$ cat config.mk
export PLATFORM = sky130hd
export DESIGN_NAME = serial_adder_top
export DESIGN_NICKNAME = d
export VERILOG_FILES = /design/src/rtl/sa_pkg.sv /design/src/rtl/sa_shift_reg.sv /design/src/rtl/sa_run_counter.sv /design/src/rtl/sa_carry_fsm.sv /design/src/rtl/serial_adder_top.sv
export SDC_FILE = /design/constraint.sdc
export NUM_CORES = 1
export LEC_CHECK = 0
export BUFFER_PORTS_ARGS = -buffer_cell sky130_fd_sc_hd__buf_4
export CORE_MARGIN = 8
export CORE_UTILIZATION = 40
export DETAILED_ROUTE_END_ITERATION = 8
export HOLD_SLACK_MARGIN = 0.03
export PLACE_DENSITY = 0.6
export SLEW_MARGIN = 20
export SYNTH_ARGS = -nofsm -noshare
export SYNTH_HDL_FRONTEND = slang
export SYNTH_SLANG_ARGS = --single-unit
$ cat constraint.sdc
create_clock -name clk -period 3.8 [get_ports clk]
set_clock_uncertainty 0.15 [all_clocks]
set_input_delay 0.76 -clock clk [delete_from_list [all_inputs] [get_ports clk]]
set_output_delay 0.76 -clock clk [all_outputs]
set_load 0.02 [all_outputs]
$ cat src/rtl/sa_pkg.sv
package sa_pkg;
  typedef enum logic {
    CY_CLEAR = 1'b0,
    CY_SET   = 1'b1
  } carry_e;

  // registered-output form: {carry, last sum bit}
  typedef enum logic [1:0] {
    MS_C0_S0 = 2'b00,
    MS_C0_S1 = 2'b01,
    MS_C1_S0 = 2'b10,
    MS_C1_S1 = 2'b11
  } moore_e;

  function automatic logic maj3(input logic x, input logic y, input logic z);
    return (x & y) | (x & z) | (y & z);
  endfunction
endpackage

$ cat src/rtl/sa_shift_reg.sv
module sa_shift_reg #(
  parameter int WIDTH = 8
) (
  input  logic             clk,
  input  logic             load,
  input  logic             shift,
  input  logic             ser_in,
  input  logic [WIDTH-1:0] par_in,
  output logic [WIDTH-1:0] q
);
  generate
    if (WIDTH == 1) begin : g_one
      always_ff @(posedge clk) begin
        if (load)       q <= par_in;
        else if (shift) q <= ser_in;
      end
    end else begin : g_many
      always_ff @(posedge clk) begin
        if (load)       q <= par_in;
        else if (shift) q <= {ser_in, q[WIDTH-1:1]};
      end
    end
  endgenerate
endmodule

$ cat src/rtl/sa_run_counter.sv
module sa_run_counter #(
  parameter int WIDTH = 8,
  localparam int CW = $clog2(WIDTH + 1)
) (
  input  logic          clk,
  input  logic          start,
  output logic [CW-1:0] cnt,
  output logic          run
);
  localparam logic [CW-1:0] LOAD_VAL = CW'(WIDTH);

  always_ff @(posedge clk) begin
    if (start) begin
      cnt <= LOAD_VAL;
      run <= 1'b1;
    end else if (run) begin
      cnt <= cnt - 1'b1;
      run <= (cnt != CW'(1));
    end
  end
endmodule

$ cat src/rtl/sa_carry_fsm.sv
module sa_carry_fsm
  import sa_pkg::*;
#(
  parameter bit REG_SUM_BIT = 1'b0
) (
  input  logic clk,
  input  logic rst,
  input  logic step,
  input  logic a_bit,
  input  logic b_bit,
  output logic carry,
  output logic sum_bit
);
  generate
    if (REG_SUM_BIT) begin : g_moore
      moore_e st, st_nx;
      always_comb begin
        st_nx = st;
        if (step)
          st_nx = moore_e'({maj3(a_bit, b_bit, st[1]), a_bit ^ b_bit ^ st[1]});
      end
      always_ff @(posedge clk) begin
        if (rst) st <= MS_C0_S0;
        else     st <= st_nx;
      end
      assign carry   = st[1];
      assign sum_bit = st[0];
    end else begin : g_mealy
      carry_e cy, cy_nx;
      always_comb begin
        cy_nx = cy;
        if (step) begin
          unique case (cy)
            CY_CLEAR: if (a_bit & b_bit)    cy_nx = CY_SET;
            CY_SET:   if (!(a_bit | b_bit)) cy_nx = CY_CLEAR;
            default:  cy_nx = CY_CLEAR;
          endcase
        end
      end
      always_ff @(posedge clk) begin
        if (rst) cy <= CY_CLEAR;
        else     cy <= cy_nx;
      end
      assign carry   = cy;
      assign sum_bit = a_bit ^ b_bit ^ cy;
    end
  endgenerate
endmodule

$ cat src/rtl/serial_adder_top.sv
module serial_adder_top #(
  parameter int WIDTH       = 8,
  parameter bit REG_SUM_BIT = 1'b0,
  localparam int CW = $clog2(WIDTH + 1)
) (
  input  logic             clk,
  input  logic             rst,
  input  logic [WIDTH-1:0] op_a,
  input  logic [WIDTH-1:0] op_b,
  output logic [WIDTH-1:0] sum,
  output logic             active
);
  logic [WIDTH-1:0] a_q, b_q;
  logic [CW-1:0]    cnt;
  logic             run, carry, sum_bit, sum_en;
  logic             a_lsb, b_lsb;

  assign a_lsb = a_q[0];
  assign b_lsb = b_q[0];

  sa_shift_reg #(.WIDTH(WIDTH)) u_opa (
    .clk(clk), .load(rst), .shift(run), .ser_in(1'b0), .par_in(op_a), .q(a_q));
  sa_shift_reg #(.WIDTH(WIDTH)) u_opb (
    .clk(clk), .load(rst), .shift(run), .ser_in(1'b0), .par_in(op_b), .q(b_q));

  sa_run_counter #(.WIDTH(WIDTH)) u_cnt (
    .clk(clk), .start(rst), .cnt(cnt), .run(run));

  sa_carry_fsm #(.REG_SUM_BIT(REG_SUM_BIT)) u_fsm (
    .clk(clk), .rst(rst), .step(run), .a_bit(a_lsb), .b_bit(b_lsb),
    .carry(carry), .sum_bit(sum_bit));

  generate
    if (REG_SUM_BIT) begin : g_tail
      logic tail;
      always_ff @(posedge clk) begin
        if (rst) tail <= 1'b0;
        else     tail <= run && (cnt == CW'(1));
      end
      assign sum_en = run | tail;
    end else begin : g_notail
      assign sum_en = run;
    end
  endgenerate

  sa_shift_reg #(.WIDTH(WIDTH)) u_sum (
    .clk(clk), .load(rst), .shift(sum_en), .ser_in(sum_bit),
    .par_in({WIDTH{1'b0}}), .q(sum));

  assign active = sum_en;
endmodule

==> run_results.csv <==
group,metric,value,unit
cells_and_area,fin_cells,166,
global_routing,grt_use_met2,0.125,
yosys,yosys.area.top_type_share,0.373,
clock_network,ctsHoldBuffers,0,
clock_network,cts.sink_count,30,
yosys,ys_ff_latch,30,
power_and_ir_drop,internal-power,0.541,mW
yosys,synth-xor-area-share,0.0136,
yosys,synth_mux_area_frac,0.185,
timing,finalSetupViolCount,0,
clock_network,clkTransAtPathRegs,0.08,ns
timing,finalSetupTns,0,ns
yosys,syn_area_per_cell,13.8,um^2
min_path,hp-class,"reg2reg",
drt,vias_per_cell,4.53,
die,rows,20,
drt,totalWireLength,2030,um
global_routing,grt_first_pass_wirelength,3430,um
yosys,synth.largest_area_cell,"edfxtp_1",
placed_design,dp.cells,158,
power_and_ir_drop,clkPwrFrac,0.237,
yosys,seq_area_frac_synth,0.591,
cells_and_area,final_nets,143,
cells_and_area,num_antenna_cells,0,
placed_design,place.gp.congestion,0.647,
worst_setup_path,setup.worst_path.start,"u_cnt.run$_SDFF_PP1_",
timing,layout_min_cycle_time,2.35,ns
clock_network,cts_tree,"built",
clock_network,h-tree-depth,2,
worst_setup_path,cp_num_buf_inv,1,
timing,holdWs,0.357,ns
timing,drv_slew,0,
power_and_ir_drop,power_density,476,mW/mm^2
die,die_w,72.7,um
power_and_ir_drop,ir_drop,0.000246,V
timing,timing.final.crit_share,0.618,
drt,ant_nets,0,
die,dieHeight,72.7,um
global_routing,use_met3,0.0563,
yosys,synth_fa_ha_area_frac,0.0389,
power_and_ir_drop,power_switching,0.192,mW
timing,relSlewSlack,0.470,
yosys,yosysMostFrequentCell,"edfxtp_1",
yosys,synth.cell_area,0.00129,mm^2
drt,drc,0,
drt,num_vias,752,
cells_and_area,n_fill_cell,295,
worst_setup_path,slowest_delay,0.85,ns
global_routing,use_met1,0.0899,
cells_and_area,drive_gt1_frac,0.311,
yosys,yosys.area_share.simple,0.0816,
global_routing,grt_max_degree,33,
worst_setup_path,cp.required,2.89,ns
clock_network,clk_latency,0.33,ns
global_routing,grt_pass1_vias,773,
die,start_util,0.422,
timing,fin_ws,1.45,ns
cells_and_area,areaGrowthSynthToFinish,19.6,%
drt,routedWlPerCell,12.2,um
run_status,status,"complete, no violations",
worst_setup_path,cpLargestDelayFamily,"flip-flops",
yosys,synth_warnings,0,
worst_setup_path,r2r-start,"u_cnt.run$_SDFF_PP1_",
worst_setup_path,crit_fanout,20,
placed_design,dpl-instance-area,0.00149,mm^2
yosys,syn_inst,93,
die,fp.coreArea,0.00305,mm^2
worst_setup_path,cp-start-kind,"flop",
global_routing,busiest_layer,"met2",
placed_design,dpl.hpwl,1400,um
drt,drt_iter0_drc,46,
min_path,hp-start,"u_sum.q[0]$_SDFFE_PP0P_",
yosys,yosys-top-cells-area,"edfxtp_1 37%, dfxtp_1 22%, mux2_1 10%",
yosys,synth-main-ff-cell,"edfxtp_1",
yosys,synth_top_family_by_area,"multiplexers",
power_and_ir_drop,seqPwrFrac,0.585,
drt,firstDrtPassIters,3,
worst_setup_path,cp.arrival,1.44,ns
yosys,async_flop_share,0,
placed_design,place_worst_setup_slack,1.56,ns
clock_network,root_buffer,"clkbuf_4",
yosys,yosys-top-cells-count,"16 x edfxtp_1, 14 x dfxtp_1, 12 x mux2_1",
clock_network,numCtsBuffers,5,
worst_setup_path,crit_slowest_cell,"dfxtp_1",
yosys,synth_edf_count,16,
power_and_ir_drop,p_leak,0.685,nW
cells_and_area,finalInstanceArea,0.00154,mm^2
power_and_ir_drop,switching_share,0.262,
yosys,synth_cell_types,21,
die,dieArea,0.00529,mm^2
job,max_cap_viol_count,0,
yosys,synth-compound-area-share,0.0408,
global_routing,grtUsageTotal,0.0852,
yosys,synth_fp_nets,115,
timing,hold_viol,0,
global_routing,antenna_found_initial,0,
worst_setup_path,end_kind,"output port",
power_and_ir_drop,comb_power_share,0.178,
clock_network,cts_resized,0,
clock_network,cts_buffer_depth,2,
die,ioPinCount,27,
placed_design,port_buffers,26,
global_routing,gr-total-overflow,0,
timing,worstMarginPinSlew,0.794,ns
worst_setup_path,crit_chain,"buf_4",
worst_setup_path,path_class,"reg2out",
timing,rsz0062_at_grt,"false",
clock_network,cts_setup_buffers,0,
timing,clock.fmax,0.426,GHz
layout by cell type, fill, tap and decap left out, drive strengths merged:
| cell type | netlist | final |
|---|---|---|
| buf | 5 | 26 |
| edfxtp | 16 | 16 |
| dfxtp | 14 | 14 |
| mux2 | 14 | 14 |
| nor2 | 11 | 11 |
| mux2i | 8 | 8 |
| clkbuf | 0 | 6 |
| inv | 4 | 4 |
| ha | 4 | 4 |
| xnor2 | 2 | 2 |
| a211oi | 2 | 2 |
| a21bo | 2 | 2 |
| nand3b | 2 | 2 |
| a21oi | 2 | 2 |
| and2 | 2 | 2 |
| clkinv | 0 | 2 |
| or2 | 1 | 1 |
| or3b | 1 | 1 |
| a21o | 1 | 1 |
| nor2b | 1 | 1 |
| nor4b | 1 | 1 |
per-stage QoR:
step | power (mW) | util
after floorplan | 0.527 | -
after global placement | 0.561 | 0.488
after detailed placement | 0.570 | 0.488
after CTS | 0.747 | 0.505
after global routing | 0.777 | 0.505
final | 0.733 | 0.505
sequential cells by signal, indices dropped and copies added, names as in the netlist:
| signal | flops |
|---|---|
| u_sum.q | 8 |
| u_opa.q | 8 |
| u_opb.q | 8 |
| u_cnt.run | 1 |
| u_fsm.carry | 1 |
| u_cnt.cnt | 4 |
routing by layer:
layer	share of wire	wire length [um]
met1	0.44	891
met3	0.091	184
met2	0.45	915
met4	0.020	40
met5	0	0
logic make-up after synthesis:
family / count (synthesis)
DFF: 30
muxes: 22
and+or+nand+nor: 19
buffers and inverters: 9
AOI/OAI and AO/OA: 7
adders and majority gates: 4
xor gates and xnor gates: 2
power by group through the flow:
stage          sequential, mW  clock, mW  combinational, mW
2_1_floorplan           0.432          0             0.0953
3_3_place_gp            0.434          0              0.127
3_5_place_dp            0.437          0              0.133
6_report                0.429      0.173              0.131
4_1_cts                 0.430      0.183              0.134
5_1_grt                 0.435      0.198              0.144
layout make-up:
cell class / instances / area [um^2] / share of cell area
clock buffer: 6 / 41.3 / 0.0268
multi-input combinational: 54 / 463 / 0.301
timing repair buffer: 26 / 195 / 0.127
clock inverter: 2 / 10.0 / 0.00650
inverter: 4 / 15.0 / 0.00975
tap: 44 / 55.1 / 0.0357
sequential: 30 / 761 / 0.494
path summary, 6_finish.rpt:
| path | cells past startpoint | endpoint | slack (ns) |
|---|---|---|---|
| worst max register to register | 1 | u_opb.q[7]$_SDFFCE_PN0P_ | 1.79 |
| worst max-delay path | 1 | active | 1.45 |
| worst min-delay path | 2 | u_sum.q[0]$_SDFFE_PP0P_ | 0.36 |
| worst min register to register | 2 | u_sum.q[0]$_SDFFE_PP0P_ | 0.36 |
No activity file was read; power rests on OpenSTA's default activity.
